<file path="config.mk">
export PLATFORM = sky130hd
export DESIGN_NAME = ring_call_ctrl
export DESIGN_NICKNAME = d
export VERILOG_FILES = /design/src/rtl/ring_ctrl_pkg.sv /design/src/rtl/ring_tick_gen.sv /design/src/rtl/ring_hook_deb.sv /design/src/rtl/ring_cadence.sv /design/src/rtl/ring_call_ctrl.sv
export SDC_FILE = /design/constraint.sdc
export NUM_CORES = 1
export LEC_CHECK = 0
export BUFFER_PORTS_ARGS = -buffer_cell sky130_fd_sc_hd__buf_2
export CAP_MARGIN = 30
export CORE_AREA = 2 2 105 107
export CTS_BUF_LIST = sky130_fd_sc_hd__clkbuf_8
export CTS_CLUSTER_SIZE = 24
export DETAILED_ROUTE_END_ITERATION = 8
export DIE_AREA = 0 0 107 109
export PLACE_DENSITY = 0.5
export SETUP_SLACK_MARGIN = 0.1
export SLEW_MARGIN = 40
export SYNTH_ARGS = -nofsm -noshare
export SYNTH_HDL_FRONTEND = slang
export SYNTH_SLANG_ARGS = --single-unit
export TNS_END_PERCENT = 30
</file>
<file path="constraint.sdc">
create_clock -name clk_i -period 2.4 [get_ports clk_i]
set_clock_uncertainty 0.1 [all_clocks]
set_input_delay 0.12 -clock clk_i [delete_from_list [all_inputs] [get_ports clk_i]]
set_output_delay 0.12 -clock clk_i [all_outputs]
set_load 0.005 [all_outputs]
</file>
<file path="src/rtl/ring_ctrl_pkg.sv">
package ring_ctrl_pkg;
  typedef enum logic [1:0] {
    ST_IDLE = 2'd0,
    ST_RING = 2'd1,
    ST_TRIP = 2'd2,
    ST_TALK = 2'd3
  } call_st_e;
endpackage

</file>
<file path="src/rtl/ring_tick_gen.sv">
module ring_tick_gen #(
  parameter int TICK_CYC = 50000
) (
  input  logic clk_i,
  input  logic rst_ni,
  output logic tick_o
);
  generate
    if (TICK_CYC <= 1) begin : g_pass
      assign tick_o = 1'b1;
    end else begin : g_div
      localparam int CW = $clog2(TICK_CYC);
      logic [CW-1:0] cnt_q;
      always_ff @(posedge clk_i or negedge rst_ni) begin
        if (!rst_ni)                         cnt_q <= '0;
        else if (cnt_q == CW'(TICK_CYC - 1)) cnt_q <= '0;
        else                                 cnt_q <= cnt_q + 1'b1;
      end
      assign tick_o = (cnt_q == CW'(TICK_CYC - 1));
    end
  endgenerate
endmodule

</file>
<file path="src/rtl/ring_hook_deb.sv">
module ring_hook_deb #(
  parameter int DEB_TICKS = 20
) (
  input  logic clk_i,
  input  logic rst_ni,
  input  logic tick_i,
  input  logic hook_i,
  output logic hook_sync_o,
  output logic hook_stable_o
);
  localparam int DW = $clog2(DEB_TICKS + 1);
  logic [1:0]    sync_q;
  logic [DW-1:0] cnt_q;
  logic          stable_q;

  always_ff @(posedge clk_i or negedge rst_ni) begin
    if (!rst_ni) begin
      sync_q   <= '0;
      cnt_q    <= '0;
      stable_q <= 1'b0;
    end else begin
      sync_q <= {sync_q[0], hook_i};
      if (sync_q[1] == stable_q) begin
        cnt_q <= '0;
      end else if (tick_i) begin
        if (cnt_q == DW'(DEB_TICKS - 1)) begin
          stable_q <= sync_q[1];
          cnt_q    <= '0;
        end else begin
          cnt_q <= cnt_q + 1'b1;
        end
      end
    end
  end

  assign hook_sync_o   = sync_q[1];
  assign hook_stable_o = stable_q;
endmodule

</file>
<file path="src/rtl/ring_cadence.sv">
module ring_cadence #(
  parameter int ON_TICKS   = 2000,
  parameter int OFF_TICKS  = 4000,
  parameter int RAPID_ON   = 500,
  parameter int RAPID_OFF  = 500,
  parameter int TONE_HALF  = 25
) (
  input  logic clk_i,
  input  logic rst_ni,
  input  logic tick_i,
  input  logic start_i,
  input  logic run_i,
  input  logic rapid_i,
  output logic burst_o,
  output logic tone_o
);
  localparam int MAXL = (ON_TICKS > OFF_TICKS) ? ON_TICKS : OFF_TICKS;
  localparam int PW   = $clog2(MAXL + 1);
  localparam int TW   = $clog2(TONE_HALF + 1);

  logic [PW-1:0] ph_q;
  logic [TW-1:0] tc_q;
  logic          burst_q, tone_q;
  logic [PW-1:0] len_last;

  always_comb begin
    if (rapid_i) len_last = burst_q ? PW'(RAPID_ON - 1) : PW'(RAPID_OFF - 1);
    else         len_last = burst_q ? PW'(ON_TICKS - 1) : PW'(OFF_TICKS - 1);
  end

  always_ff @(posedge clk_i or negedge rst_ni) begin
    if (!rst_ni) begin
      ph_q    <= '0;
      tc_q    <= '0;
      burst_q <= 1'b0;
      tone_q  <= 1'b0;
    end else if (start_i) begin
      ph_q    <= '0;
      tc_q    <= '0;
      burst_q <= 1'b1;
      tone_q  <= 1'b1;
    end else if (run_i && tick_i) begin
      if (ph_q >= len_last) begin
        ph_q    <= '0;
        burst_q <= ~burst_q;
        tone_q  <= 1'b1;
        tc_q    <= '0;
      end else begin
        ph_q <= ph_q + 1'b1;
        if (burst_q) begin
          if (tc_q == TW'(TONE_HALF - 1)) begin
            tc_q   <= '0;
            tone_q <= ~tone_q;
          end else begin
            tc_q <= tc_q + 1'b1;
          end
        end
      end
    end
  end

  assign burst_o = burst_q;
  assign tone_o  = tone_q;
endmodule

</file>
<file path="src/rtl/ring_call_ctrl.sv">
module ring_call_ctrl
  import ring_ctrl_pkg::*;
#(
  parameter int TICK_CYC   = 50000,
  parameter int RING_TICKS = 19000,
  parameter int ON_TICKS   = 2000,
  parameter int OFF_TICKS  = 4000,
  parameter int RAPID_ON   = 500,
  parameter int RAPID_OFF  = 500,
  parameter int TONE_HALF  = 25,
  parameter int DEB_TICKS  = 20
) (
  input  logic clk_i,
  input  logic rst_ni,
  input  logic addr_hit_i,
  input  logic elead_pos_i,
  input  logic elead_neg_i,
  input  logic all_call_i,
  input  logic hook_i,
  output logic ring_en_o,
  output logic ack_o,
  output logic ringback_o,
  output logic mlead_o,
  output logic tx_en_o
);
  localparam int RW = $clog2(RING_TICKS + 1);

  logic tick, hook_sync, hook_db, burst, tone;
  logic req, req_q, req_rise, start;
  logic [RW-1:0] ring_q;
  call_st_e st_q, st_d;

  ring_tick_gen #(.TICK_CYC(TICK_CYC)) u_tick (
    .clk_i(clk_i), .rst_ni(rst_ni), .tick_o(tick));

  ring_hook_deb #(.DEB_TICKS(DEB_TICKS)) u_deb (
    .clk_i(clk_i), .rst_ni(rst_ni), .tick_i(tick), .hook_i(hook_i),
    .hook_sync_o(hook_sync), .hook_stable_o(hook_db));

  ring_cadence #(
    .ON_TICKS(ON_TICKS), .OFF_TICKS(OFF_TICKS), .RAPID_ON(RAPID_ON),
    .RAPID_OFF(RAPID_OFF), .TONE_HALF(TONE_HALF)
  ) u_cad (
    .clk_i(clk_i), .rst_ni(rst_ni), .tick_i(tick), .start_i(start),
    .run_i(st_q == ST_RING), .rapid_i(all_call_i),
    .burst_o(burst), .tone_o(tone));

  // any source counts; only its leading edge requests
  assign req      = addr_hit_i | elead_pos_i | ~elead_neg_i;
  assign req_rise = req & ~req_q;
  assign start    = (st_q == ST_IDLE) && !hook_db && req_rise;

  always_comb begin
    st_d = st_q;
    unique case (st_q)
      ST_IDLE: if (hook_db) st_d = ST_TALK;
               else if (req_rise) st_d = ST_RING;
      ST_RING: if (hook_sync) st_d = ST_TRIP;
               else if (tick && ring_q == RW'(RING_TICKS - 1)) st_d = ST_IDLE;
      ST_TRIP: if (hook_db) st_d = ST_TALK;
               else if (!hook_sync) st_d = ST_IDLE;
      ST_TALK: if (!hook_db) st_d = ST_IDLE;
      default: st_d = ST_IDLE;
    endcase
  end

  always_ff @(posedge clk_i or negedge rst_ni) begin
    if (!rst_ni) begin
      st_q   <= ST_IDLE;
      req_q  <= 1'b0;
      ring_q <= '0;
    end else begin
      st_q  <= st_d;
      req_q <= req;
      if (start)                         ring_q <= '0;
      else if (st_q == ST_RING && tick)  ring_q <= ring_q + 1'b1;
    end
  end

  assign ack_o      = (st_q == ST_RING) && burst;
  assign ring_en_o  = (st_q == ST_RING) && burst && tone;
  assign ringback_o = (st_q == ST_RING) && burst && !all_call_i;
  assign mlead_o    = hook_db;
  assign tx_en_o    = (st_q == ST_TALK);
endmodule

</file>
Word level (Yosys, flattened, before mapping). Cells that the tools add are included.

Bitwise gates (word level): 8. Mux-type cells: 32. Add/subtract/negate cells: 5. Reduce and logical (&&, ||, !) cells: 20. Order comparisons: 1. Equal/unequal tests: 12.

Operators by type and width (count): $mux 12 (5); $mux 5 (8); $mux 15 (2); $add 16x1->16 const B (1); $eq 16x16->1 const B (1); $mux 16 (1); $add 15x1->15 const B (1); $eq 15x15->1 const B (1); $mux 2 (7); $add 12x1->12 const B (1); $ge 12x12->1 (1); $add 5x1->5 const B (2); $eq 5x5->1 const B (2); $mux 1 (8); $pmux 2 s4 (1); $logic_and 1x1->1 (7); $ne 3x3->1 const B (2); $reduce_and 3->1 (2); $reduce_bool 2->1 (3); $reduce_bool 3->1 (2); $not 1->1 (5); $eq 2x2->1 const B (2); $reduce_and 2->1 (2); $reduce_and 4->1 (1); 8 further kinds (10).

Input bits: 7. Word-level logic and storage cells: 89. Flip-flop bits (word level): 61. Output and inout bits: 5.

Depth between registers and ports, before layout.
Word-level depth: 6. Mapped depth: 10. Gate-level depth less buffers: 8.

By module. From an unflattened synthesis, not the netlist that was laid out.

Cells, all modules: 334. Area total of the unflattened synthesis: 3410.8 µm².

Modules (own cells, without submodules): ring_cadence (times used 1, area each 1312.5 µm², seq. area each 475.5 µm², cells an instance 134); ring_call_ctrl (times used 1, area each 969.7 µm², seq. area each 450.4 µm², cells an instance 102); ring_tick_gen (times used 1, area each 762.0 µm², seq. area each 400.4 µm², cells an instance 67); ring_hook_deb (times used 1, area each 366.6 µm², seq. area each 200.2 µm², cells an instance 31).

Worst setup path after synthesis. OpenSTA, ideal clock, no wires.

Path type: flip-flop to flip-flop. From: reg u_cad.burst_q (netlist: u_cad.burst_o). To: reg u_cad.tone_q (netlist: u_cad.tone_o). Data required time: 2180 ps. Period minus slack after synthesis: 2262 ps. Slack: 138 ps. Arrival: 2041 ps. Library setup time: 120 ps. Stages on the path, launching flop included: 10. Buffers on the path: 2. Cell sequence: dfrtp_1 clkbuf_1 nor2_1 ha_1 a21oi_1 nand2_1 o21ai_1 clkbuf_1 nand3_1 a31o_2.

Cells in the longest elaborated chain, start to end: 6. Elaborated cells between the ends (all ways): 9. Those cells by class: order compare (1); mux (5); reduce/logical (3).

Ends and longest elaborated chain: start: declaration (line ring_cadence.sv:23) `logic burst_q, tone_q;`; start signal: assignment (line ring_cadence.sv:45) `burst_q <= ~burst_q;`; $mux 12 (line ring_cadence.sv:28) `else len_last = burst_q ? PW'(ON_TICKS - 1) : PW'(OFF_TICKS - 1);`; $mux 12 (line ring_cadence.sv:27) `if (rapid_i) len_last = burst_q ? PW'(RAPID_ON - 1) : PW'(RAPID_OFF - 1);`; $ge 12x12->1 (line ring_cadence.sv:43) `if (ph_q >= len_last) begin`; $mux 1 (line ring_cadence.sv:43); $mux 1 (line ring_cadence.sv:42) `end else if (run_i && tick_i) begin`; $mux 1 (line ring_cadence.sv:37) `end else if (start_i) begin`; end signal: assignment (line ring_cadence.sv:53) `tone_q <= ~tone_q;`; end: declaration (line ring_cadence.sv:23).

Parallel ways exist; a longest one is shown, timed or not. The select of a mux whose other input is x is not followed. A chain may end at the register's enable or synchronous reset.

Worst setup path after layout.
From: reg u_tick.g_div.cnt_q[13]. To: reg ring_q[14].

Cells in the longest elaborated chain, start to end: 3.

Ends and longest elaborated chain: start: declaration (line ring_tick_gen.sv:13) `logic [CW-1:0] cnt_q;`; start signal: assignment (line ring_tick_gen.sv:17) `else cnt_q <= cnt_q + 1'b1;`; $eq 16x16->1 (line ring_tick_gen.sv:19) `assign tick_o = (cnt_q == CW'(TICK_CYC - 1));`; $logic_and 1x1->1 (line ring_call_ctrl.sv:76) `else if (st_q == ST_RING && tick) ring_q <= ring_q + 1'b1;`; $reduce_bool 2->1 (no line); end signal: assignment (line ring_call_ctrl.sv:76); end: declaration (line ring_call_ctrl.sv:30) `logic [RW-1:0] ring_q;`.

No other way between the ends.

==> flow_summary.yaml <==
drt:
  viasPerCell: 5.40
  drc_errors: 0
  wl_per_cell_microns: 15.2
  routed_wl_microns: 8510
  dr_total_vias: 3021
  drt_iter0_drc: 147
  ant_nets: 0
  dr.pass1.iters: 4
timing:
  hold_viol: 0
  finalSetupViolCount: 0
  worst_pin_slew_ns: 0.486
  report.final.slew_viol_count: 0
  final.min_clock_period_ns: 2.18
  grt_setup_unrepaired: "yes"
  relSlewSlack_pct: 67.4
  tns_ns: 0
  timing.final.crit_share_pct: 90.8
  fmax_mhz: 459
clock_network:
  htreeDepth: 3
  clk_pin_slew_ns: 0.07
  cts_root_buf: "clkbuf_8"
  cts_tree: "yes"
  clk_latency_ns: 0.34
  postCtsSetupRepairBufs: 0
  numClockSinks: 61
  cts_buffer_depth: 2
  cts_buffers: 9
critical_path:
  reg2reg_from: "u_tick.g_div.cnt_q[13]"
  reg2reg_to: "ring_q[14]"
  arrival_ns: 2.34
  crit_start: "u_tick.g_div.cnt_q[13]"
  critPathRequiredTime_ns: 2.56
  start_kind: "flop"
  crit_type: "reg2reg"
  reg2reg_depth: 5
  regToRegSetupSlack_ns: 0.22
  critPathMaxFanout: 13
  end_kind: "flop"
  endpoint: "ring_q[14]"
final_layout:
  drive_gt1_share_pct: 12.9
  finalNetCount: 437
  fillers: 1091
  final_util_pct: 38.7
  stdcell_count: 559
  stdcell_area_sq_mm: 0.00411
  diodes: 0
  area_delta_synth_final_pct: 14.1
global_route:
  grt_pass1_vias: 3052
  grt_usage_pct: 16.1
  grt_pass1_wl_microns: 14800
  grt_max_degree: 34
  antenna_found_initial: 0
  grt_overflow: 0
die:
  die-width_microns: 107
  fp.coreArea_sq_mm: 0.0106
  fp.dieH_microns: 109
  ios: 12
  rows: 38
  die_area_sq_mm: 0.0117
  start_util_pct: 33.9
logic_synthesis:
  yosys.cell_types.count: 54
  syn-instance-count: 394
  ys.flop_type: "dfrtp_1"
  async_flop_share_pct: 100
  seq_area_frac_synth_pct: 42.4
  synth_area_sq_mm: 0.00360
  ys_seq_elements: 61
  syn_avg_cell_area_sq_um: 9.13
  syn_nets: 415
  synth_enable_flop_cells: 0
  yosys_warnings: 0
pwr:
  leakage_nw: 1.83
  max-vdd-ir-drop_v: 0.000298
  power_density_mw_per_mm2: 610
place:
  dpl_cell_area_sq_mm: 0.00389
  dp_hpwl_microns: 5760
  dp.cells: 541
  place_congestion: 0.785
  port_buffers: 11
run_status:
  status: "completed"
hold_path:
  worst_hold_path_type: "in2reg"
  min_path_cells: 6
run:
  maxCapViolCount: 0
==> flip-flops by register name, indices dropped and copies added, names as in the netlist <==
name,cells
u_cad.burst_o,1
u_cad.tc_q,5
u_tick.g_div.cnt_q,16
u_deb.hook_stable_o,1
u_deb.cnt_q,5
u_cad.tone_o,1
u_cad.ph_q,12
u_deb.sync_q,2
st_q,2
ring_q,15
req_q,1
==> layout make-up <==
type | instances | area (sq um) | area share [%]
sequential | 61 | 1530 | 37.2
clock inverter | 3 | 13.8 | 0.335
multi-input combinational | 301 | 1950 | 47.5
timing repair buffer | 28 | 230 | 5.61
inverter | 15 | 56.3 | 1.37
tap | 140 | 175 | 4.27
clock buffer | 11 | 151 | 3.69
==> metal layers <==
metal  vias to the layer above  wire [microns]  GRT usage (%)
li1                       1478               -              -
met1                      1497            4070           20.7
met2                        40            4120           26.5
met3                         6             245           4.24
met4                         0              80           5.01
met5                         -               0              0
==> cell usage in the layout, fill, tap and decap left out, types with 14 or more instances in the layout <==
cell type  instances
xnor2_1           15
nand2_1           33
dfrtp_1           61
a21oi_1           23
nand4_1           34
ha_1              14
nor2_1            37
nand3_1           18
inv_1             16
and3_1            14
==> timing repair <==
| action | CTS | global route |
|---|---|---|
| endpoints found under the hold margin | 33 | 0 |
| resized for setup | 0 | 1 |
| hold buffers | 4 | 0 |
| setup endpoints to repair | 0 | 3 |
==> power breakdown <==
group	switching, mW	leakage, nW	internal (mW)
registers	0.118	0.787	1.13
logic	0.262	0.949	0.187
clock network	0.395	0.0922	0.412
total	0.775	1.83	1.73
==> synthesized netlist by cell type, types with 5 or more instances <==
library cell	number	area share, %
dfrtp_1	61	42
nor2_1	37	3.9
nand4_1	34	5.9
nand2_1	33	3.4
a21oi_1	24	3.3
nand3_1	18	2.5
inv_1	15	1.6
xnor2_1	15	3.7
and3_1	14	2.4
ha_1	14	4.9
nor2b_1	12	2.1
nor3_1	11	1.5
clkbuf_1	9	0.94
o21ai_0	9	1.3
a31oi_1	8	1.4
and2_1	8	1.4
xor2_1	8	1.9
a32oi_1	5	1.2
==> stage by stage <==
step | hold WS (ns) | worst slack [ns] | total power [mW]
6_report | 0.193 | 0.222 | 2.50
5_1_grt | 0.262 | 0.0933 | 2.67
4_1_cts | 0.185 | 0.238 | 2.54
3_5_place_dp | 0.0864 | 0.247 | 1.71
3_3_place_gp | 0.130 | 0.332 | 1.70
2_1_floorplan | -0.276 | 0.138 | 1.53
==> worst min path at each step <==
stage,startpoint,endpoint,slack (ns)
final,addr_hit_i,st_q[0],0.19
after floorplan,rst_ni,req_q,-0.28
after global placement,hook_i,u_deb.sync_q[0],0.13
after detailed placement,rst_ni,st_q[1],0.09
after CTS,addr_hit_i,st_q[0],0.19
after global routing,addr_hit_i,st_q[0],0.26
==> critical path, stage by stage, from the launching register on <==
cell and delay (ns):
dfrtp_1 0.44, nor4b_2 0.35, and4_4 0.39, nand2_4 0.11, or4_1 0.53, a21oi_1 0.18
==> logic make-up (layout without fill, tap and decap cells) <==
kind of cell / after synthesis / after routing / synth area share (%)
flip-flops: 61 / 61 / 42.4
adder cells (fa/ha/maj): 14 / 14 / 4.87
XOR/XNOR: 23 / 23 / 5.60
AND/OR/NAND/NOR: 201 / 201 / 32.1
multiplexers: 4 / 4 / 1.15
buffers and inverters: 32 / 57 / 3.79
AO/OA/AOI/OAI: 59 / 59 / 10.0
Note: power is estimated with default switching activity, not from simulation.
